==> src/rtl/adc_serial_pkg.sv <==
package adc_serial_pkg;
  localparam int DATA_W     = 10;
  localparam int WORD_W     = 16;
  localparam int LEAD_W     = 4;
  localparam int GUARD_EDGE = 2;
  localparam int KEEP_EDGE  = 10;

  typedef enum logic {
    MODE_SHUTDOWN = 1'b0,
    MODE_NORMAL   = 1'b1
  } mode_e;
endpackage

==> src/rtl/adc_serial_edge.sv <==
module adc_serial_edge (
  input  logic clk_i,
  input  logic rst_ni,
  input  logic cs_n_i,
  input  logic sclk_i,
  output logic cs_fall_o,
  output logic cs_rise_o,
  output logic sclk_fall_o
);
  logic cs_q, sclk_q;

  always_ff @(posedge clk_i or negedge rst_ni) begin
    if (!rst_ni) begin
      cs_q   <= 1'b1;
      sclk_q <= 1'b1;
    end else begin
      cs_q   <= cs_n_i;
      sclk_q <= sclk_i;
    end
  end

  assign cs_fall_o   = cs_q & ~cs_n_i;
  assign cs_rise_o   = ~cs_q & cs_n_i;
  assign sclk_fall_o = sclk_q & ~sclk_i;
endmodule

==> src/rtl/adc_serial_cnt.sv <==
module adc_serial_cnt #(
  parameter int WORD_W = 16,
  parameter int CNT_W  = $clog2(WORD_W + 1)
) (
  input  logic             clk_i,
  input  logic             rst_ni,
  input  logic             cs_n_i,
  input  logic             cs_fall_i,
  input  logic             sclk_fall_i,
  output logic [CNT_W-1:0] cnt_o,
  output logic             inc_o
);
  localparam logic [CNT_W-1:0] FULL_C = CNT_W'(WORD_W);

  logic [CNT_W-1:0] cnt_q;

  // edges only count while selected, never on a frame start, and stop at full
  assign inc_o = sclk_fall_i & ~cs_n_i & ~cs_fall_i & (cnt_q < FULL_C);
  assign cnt_o = cnt_q;

  always_ff @(posedge clk_i or negedge rst_ni) begin
    if (!rst_ni)        cnt_q <= '0;
    else if (cs_fall_i) cnt_q <= '0;
    else if (inc_o)     cnt_q <= cnt_q + 1'b1;
  end


  cnt_sat_chk: assert property (@(posedge clk_i) disable iff (!rst_ni)
    cnt_q <= FULL_C);


  cnt_clr_chk: assert property (@(posedge clk_i) disable iff (!rst_ni)
    cs_fall_i |=> cnt_q == '0);


  cnt_cs_high_chk: assert property (@(posedge clk_i) disable iff (!rst_ni)
    cs_n_i |=> $stable(cnt_q));
endmodule

==> src/rtl/adc_serial_mode.sv <==
module adc_serial_mode
  import adc_serial_pkg::*;
#(
  parameter int WORD_W     = 16,
  parameter int GUARD_EDGE = 2,
  parameter int KEEP_EDGE  = 10,
  parameter int CNT_W      = $clog2(WORD_W + 1)
) (
  input  logic             clk_i,
  input  logic             rst_ni,
  input  logic             cs_fall_i,
  input  logic             cs_rise_i,
  input  logic [CNT_W-1:0] cnt_i,
  output logic             normal_o,
  output logic             invalid_o
);
  localparam logic [CNT_W-1:0] GUARD_C = CNT_W'(GUARD_EDGE);
  localparam logic [CNT_W-1:0] KEEP_C  = CNT_W'(KEEP_EDGE);

  mode_e mode_q;
  logic  invalid_q;
  logic  shut_win;

  assign shut_win = (cnt_i >= GUARD_C) && (cnt_i < KEEP_C);

  always_ff @(posedge clk_i or negedge rst_ni) begin
    if (!rst_ni) begin
      mode_q    <= MODE_NORMAL;
      invalid_q <= 1'b0;
    end else if (cs_fall_i) begin
      mode_q    <= MODE_NORMAL;
      invalid_q <= (mode_q == MODE_SHUTDOWN);
    end else if (cs_rise_i && shut_win) begin
      mode_q    <= MODE_SHUTDOWN;
    end
  end

  assign normal_o  = (mode_q == MODE_NORMAL);
  assign invalid_o = invalid_q;


  wake_chk: assert property (@(posedge clk_i) disable iff (!rst_ni)
    cs_fall_i |=> mode_q == MODE_NORMAL);


  glitch_keep_chk: assert property (@(posedge clk_i) disable iff (!rst_ni)
    (cs_rise_i && cnt_i < GUARD_C) |=> $stable(mode_q));


  shut_enter_chk: assert property (@(posedge clk_i) disable iff (!rst_ni)
    (cs_rise_i && cnt_i >= GUARD_C && cnt_i < KEEP_C) |=> mode_q == MODE_SHUTDOWN);


  trunc_keep_chk: assert property (@(posedge clk_i) disable iff (!rst_ni)
    (cs_rise_i && cnt_i >= KEEP_C) |=> mode_q == MODE_NORMAL);


  invalid_set_chk: assert property (@(posedge clk_i) disable iff (!rst_ni)
    (cs_fall_i && mode_q == MODE_SHUTDOWN) |=> invalid_q);
endmodule

==> src/rtl/adc_serial_shift.sv <==
module adc_serial_shift #(
  parameter int DATA_W = 10,
  parameter int WORD_W = 16,
  parameter int LEAD_W = 4,
  parameter int CNT_W  = $clog2(WORD_W + 1)
) (
  input  logic              clk_i,
  input  logic              rst_ni,
  input  logic              cs_fall_i,
  input  logic              cs_rise_i,
  input  logic              inc_i,
  input  logic [CNT_W-1:0]  cnt_i,
  input  logic [DATA_W-1:0] sample_i,
  output logic              sdata_o,
  output logic              oe_o
);
  localparam int TRAIL_W = WORD_W - LEAD_W - DATA_W;
  localparam logic [CNT_W-1:0] LAST_C = CNT_W'(WORD_W - 1);

  logic [WORD_W-1:0] word, sr_q;
  logic              active_q;
  logic              last_edge;

  generate
    if (TRAIL_W > 0) begin : g_trail
      assign word = {{LEAD_W{1'b0}}, sample_i, {TRAIL_W{1'b0}}};
    end else begin : g_no_trail
      assign word = {{LEAD_W{1'b0}}, sample_i};
    end
  endgenerate

  assign last_edge = inc_i && (cnt_i == LAST_C);

  always_ff @(posedge clk_i or negedge rst_ni) begin
    if (!rst_ni) begin
      sr_q     <= '0;
      active_q <= 1'b0;
    end else if (cs_fall_i) begin
      sr_q     <= word;
      active_q <= 1'b1;
    end else if (cs_rise_i) begin
      active_q <= 1'b0;
    end else if (inc_i) begin
      sr_q <= {sr_q[WORD_W-2:0], 1'b0};
      if (last_edge) active_q <= 1'b0;
    end
  end

  assign oe_o    = active_q;
  assign sdata_o = active_q & sr_q[WORD_W-1];


  start_oe_chk: assert property (@(posedge clk_i) disable iff (!rst_ni)
    cs_fall_i |=> active_q);
endmodule

==> src/rtl/adc_serial_if.sv <==
module adc_serial_if
  import adc_serial_pkg::*;
#(
  parameter int DW    = DATA_W,
  parameter int WW    = WORD_W,
  parameter int LW    = LEAD_W,
  parameter int GUARD = GUARD_EDGE,
  parameter int KEEP  = KEEP_EDGE
) (
  input  logic          clk_i,
  input  logic          rst_ni,
  input  logic          cs_n_i,
  input  logic          sclk_i,
  input  logic [DW-1:0] sample_i,
  output logic          sdata_o,
  output logic          sdata_oe_o,
  output logic          normal_o,
  output logic          invalid_o
);
  localparam int CW = $clog2(WW + 1);

  logic          cs_fall, cs_rise, sclk_fall, inc;
  logic [CW-1:0] cnt;

  adc_serial_edge u_edge (
    .clk_i      (clk_i),
    .rst_ni     (rst_ni),
    .cs_n_i     (cs_n_i),
    .sclk_i     (sclk_i),
    .cs_fall_o  (cs_fall),
    .cs_rise_o  (cs_rise),
    .sclk_fall_o(sclk_fall)
  );

  adc_serial_cnt #(.WORD_W(WW), .CNT_W(CW)) u_cnt (
    .clk_i      (clk_i),
    .rst_ni     (rst_ni),
    .cs_n_i     (cs_n_i),
    .cs_fall_i  (cs_fall),
    .sclk_fall_i(sclk_fall),
    .cnt_o      (cnt),
    .inc_o      (inc)
  );

  adc_serial_mode #(.WORD_W(WW), .GUARD_EDGE(GUARD), .KEEP_EDGE(KEEP), .CNT_W(CW)) u_mode (
    .clk_i    (clk_i),
    .rst_ni   (rst_ni),
    .cs_fall_i(cs_fall),
    .cs_rise_i(cs_rise),
    .cnt_i    (cnt),
    .normal_o (normal_o),
    .invalid_o(invalid_o)
  );

  adc_serial_shift #(.DATA_W(DW), .WORD_W(WW), .LEAD_W(LW), .CNT_W(CW)) u_shift (
    .clk_i    (clk_i),
    .rst_ni   (rst_ni),
    .cs_fall_i(cs_fall),
    .cs_rise_i(cs_rise),
    .inc_i    (inc),
    .cnt_i    (cnt),
    .sample_i (sample_i),
    .sdata_o  (sdata_o),
    .oe_o     (sdata_oe_o)
  );


  word_end_chk: assert property (@(posedge clk_i) disable iff (!rst_ni)
    cnt == CW'(WW) |-> !sdata_oe_o);


  deselect_oe_chk: assert property (@(posedge clk_i) disable iff (!rst_ni)
    cs_n_i |=> !sdata_oe_o);


  quiet_data_chk: assert property (@(posedge clk_i) disable iff (!rst_ni)
    !sdata_oe_o |-> !sdata_o);
endmodule

==> config.mk <==
export PLATFORM = sky130hd
export DESIGN_NAME = adc_serial_if
export DESIGN_NICKNAME = d
export VERILOG_FILES = /design/src/rtl/adc_serial_pkg.sv /design/src/rtl/adc_serial_edge.sv /design/src/rtl/adc_serial_cnt.sv /design/src/rtl/adc_serial_mode.sv /design/src/rtl/adc_serial_shift.sv /design/src/rtl/adc_serial_if.sv
export SDC_FILE = /design/constraint.sdc
export NUM_CORES = 1
export LEC_CHECK = 0
export ABC_CLOCK_PERIOD_IN_PS = 3200
export BUFFER_PORTS_ARGS = -buffer_cell sky130_fd_sc_hd__buf_2
export CORE_ASPECT_RATIO = 0.5
export CORE_MARGIN = 2
export CORE_UTILIZATION = 40
export CTS_CLUSTER_SIZE = 28
export DETAILED_ROUTE_END_ITERATION = 10
export PLACE_DENSITY = 0.68
export SLEW_MARGIN = 10
export SYNTH_ARGS = -nofsm -noshare
export SYNTH_HDL_FRONTEND = slang
export SYNTH_HIERARCHICAL = 1
export SYNTH_SLANG_ARGS = --single-unit
==> constraint.sdc <==
create_clock -name clk_i -period 3.2 [get_ports clk_i]
set_clock_uncertainty 0.2 [all_clocks]
set_input_delay 0.64 -clock clk_i [delete_from_list [all_inputs] [get_ports clk_i]]
set_output_delay 0.64 -clock clk_i [all_outputs]
set_load 0.01 [all_outputs]
==> impl_metrics.json <==
{
  "regToRegStartpoint": "u_edge/sclk_q",
  "power.density_nw_per_um2": 534.7,
  "area_growth_syn_to_layout_pct": 15.20,
  "drt_wl_total_um": 1893,
  "use_met2_pct": 20.34,
  "synth_flop_cell": "dfrtp_1",
  "grtUsageTotal_pct": 12.49,
  "cts.path.max_buffers": 2,
  "fin_crit_ns": 2.145,
  "fp.dieH_um": 41.42,
  "grt_max_degree": 35,
  "root_buffer": "clkbuf_8",
  "cts_resized": 0,
  "clock_latency_ns": 0.27,
  "syn-num-nets": 120,
  "dp_cells": 155,
  "cap_violations": 0,
  "grt_pass1_wl_um": 3187,
  "htreeDepth": 1,
  "maxSlewViolCount": 0,
  "place_area_sq_um": 1219,
  "die_w_um": 78.83,
  "crit_required_ns": 3.15,
  "hold_viol_final": 0,
  "yosysWarnings": 6,
  "num_antenna_cells": 0,
  "critPathLaunchType": "register",
  "postCtsSetupBuffers": 0,
  "nNetsFinal": 138,
  "yosysMostFrequentCell": "nand2_1",
  "num_rows": 13,
  "rsz0062_at_grt": "false",
  "synth_edf_count": 0,
  "clk_pin_slew_ns": 0.09,
  "status": "complete, no violations",
  "r2r-end": "u_shift/sr_q[7]",
  "vias": 770,
  "core_sq_um": 2635,
  "hold_buffers": 0,
  "cp-end-kind": "register",
  "tritoncts": "done",
  "yosys.area.top_type": "dfrtp_1",
  "grt_overflow": 0,
  "gp_congestion": 0.6807,
  "synth_top_area_share_pct": 46.93,
  "instances_no_fill": 159,
  "numCtsBuffers": 3,
  "drc_errors": 0,
  "wl_per_cell_um": 11.91,
  "ir_drop_mv": 0.2227,
  "rr_worst_depth": 5,
  "synth_commonest_cells": "nand2_1 (22), dfrtp_1 (21), mux2i_1 (13)",
  "cts.sinks": 24,
  "ys_seq_area_share_pct": 53.97,
  "ff2ff_setup_slack_ns": 1.05,
  "clock.fmax_mhz": 466.1,
  "p_leak_nw": 0.5777,
  "setup_viol": 0,
  "grtUsageMet1_pct": 16.03,
  "crit_arrival_ns": 2.10,
  "firstDrtPassIters": 4,
  "grt.busiest_layer": "met2",
  "drive_above_1_share_pct": 23.77,
  "die_area_sq_um": 3265,
  "synth.area.top_cells": "dfrtp_1 (47%), mux2i_1 (12%), nand2_1 (7.4%)",
  "dp_slack_ns": 0.7657,
  "cp_max_fo": 11,
  "async_reset_ff_share_pct": 100.0,
  "grt_pass1_vias": 721,
  "synth_area_sq_um": 1120,
  "dpl.hpwl_um": 1310,
  "viasPerCell": 4.843,
  "syn_inst": 105,
  "setup_tns_ns": 0,
  "max_slew_margin_pct": 65.29,
  "initial_utilization_pct": 42.50,
  "met3_usage_pct": 3.913,
  "antenna_found_initial": 0,
  "drt-initial-drc-count": 49,
  "synth_cell_types": 26,
  "ios": 18,
  "syn_avg_cell_area_sq_um": 10.66,
  "synth-seq-cells": 24,
  "min_path_type": "primary input to async pin",
  "stdcell_area_sq_um": 1290,
  "nFillCells": 258,
  "tightest_slew_ns": 0.5207,
  "critical_path_class": "register to register",
  "antenna_left": 0,
  "setup_slack_ns": 1.055,
  "period_share_pct": 67.05,
  "portBuffers": 17
}
==> stage by stage <==
| step | hold WS (ns) | total power [mW] | utilization, % |
|---|---|---|---|
| after floorplan | 0.1444 | 0.4041 | - |
| after global placement | 0.3032 | 0.4304 | 46.25 |
| after detailed placement | 0.3119 | 0.4337 | 46.25 |
| after CTS | 0.1596 | 0.7008 | 48.96 |
| after global routing | 0.1775 | 0.7216 | 48.96 |
| final | 0.1389 | 0.6898 | 48.96 |
==> power by group <==
group / leakage [nW] / internal [mW] / switching (mW) / total [mW]
Clock: 0.0357 / 0.167 / 0.0968 / 0.264
Combinational: 0.237 / 0.0342 / 0.0395 / 0.0736
Sequential: 0.305 / 0.334 / 0.0184 / 0.352
Total: 0.578 / 0.535 / 0.155 / 0.690
==> cell type report <==
| class | instances | area [sq um] | area share, % |
|---|---|---|---|
| sequential | 24 | 604.3 | 46.85 |
| multi-input combinational | 73 | 464.2 | 35.98 |
| timing repair buffer | 18 | 92.59 | 7.177 |
| tap | 37 | 46.29 | 3.589 |
| clock buffer | 3 | 41.29 | 3.201 |
| clock inverter | 1 | 30.03 | 2.328 |
| inverter | 3 | 11.26 | 0.8729 |
==> flip-flops by register name, indices dropped and copies added (netlist names) <==
register and cells:
u_shift/oe_o 1, u_cnt/cnt_o 5, u_edge/sclk_q 1, u_mode/normal_o 1, u_edge/cs_q 1, u_mode/invalid_o 1
u_shift/sr_q 14
==> placed cells by master (no fill, tap or decap) <==
cell type	instances
nand2_1	22
dfrtp_1	21
buf_2	17
mux2i_1	13
o21ai_1	8
nand2b_1	5
a21oi_1	5
o21ai_0	4
clkbuf_8	3
inv_1	3
dfstp_2	3
nand4_1	2
nor2_1	2
bufinv_16	1
buf_4	1
nor4b_4	1
o22ai_1	1
ha_1	1
nor2b_1	1
nor2b_2	1
and2b_2	1
or3_1	1
nor3b_1	1
a31oi_1	1
and2_1	1
nor2b_4	1
nor4b_1	1
==> cells by family (layout without fill, tap and decap cells) <==
logic type                 count (synthesis)  count (layout)  share of synthesized area (%)
AOI/OAI and AO/OA                         19              19                          8.716
DFF                                       24              24                          53.97
muxes                                     13              13                          11.62
and+or+nand+nor                           40              40                          19.78
adders and majority gates                  1               1                          1.117
buffers and inverters                      8              25                          4.804
==> how the worst max path moves through the flow <==
stage / endpoint / startpoint / cells past startpoint
after floorplan: u_shift/sr_q[10] / cs_n_i / 6
after global placement: u_shift/sr_q[3] / cs_n_i / 6
after detailed placement: u_shift/sr_q[7] / cs_n_i / 6
after CTS: u_shift/sr_q[7] / u_edge/sclk_q / 5
after global routing: u_shift/sr_q[7] / u_edge/sclk_q / 5
final: u_shift/sr_q[7] / u_edge/sclk_q / 5
==> layer usage <==
layer | share of wire, % | vias up
met5 | 0 | -
met4 | 1.0 | 0
met3 | 3.4 | 2
met2 | 45 | 9
met1 | 50 | 373
li1 | - | 386
==> critical path, stage by stage, from the launching register on <==
cell and delay [ns]:
dfstp_2 0.53, nor2b_1 0.13, nor4b_4 0.39, nor2b_4 0.45
mux2i_1 0.26, o21ai_1 0.07
(Power assumes the default switching activity.)
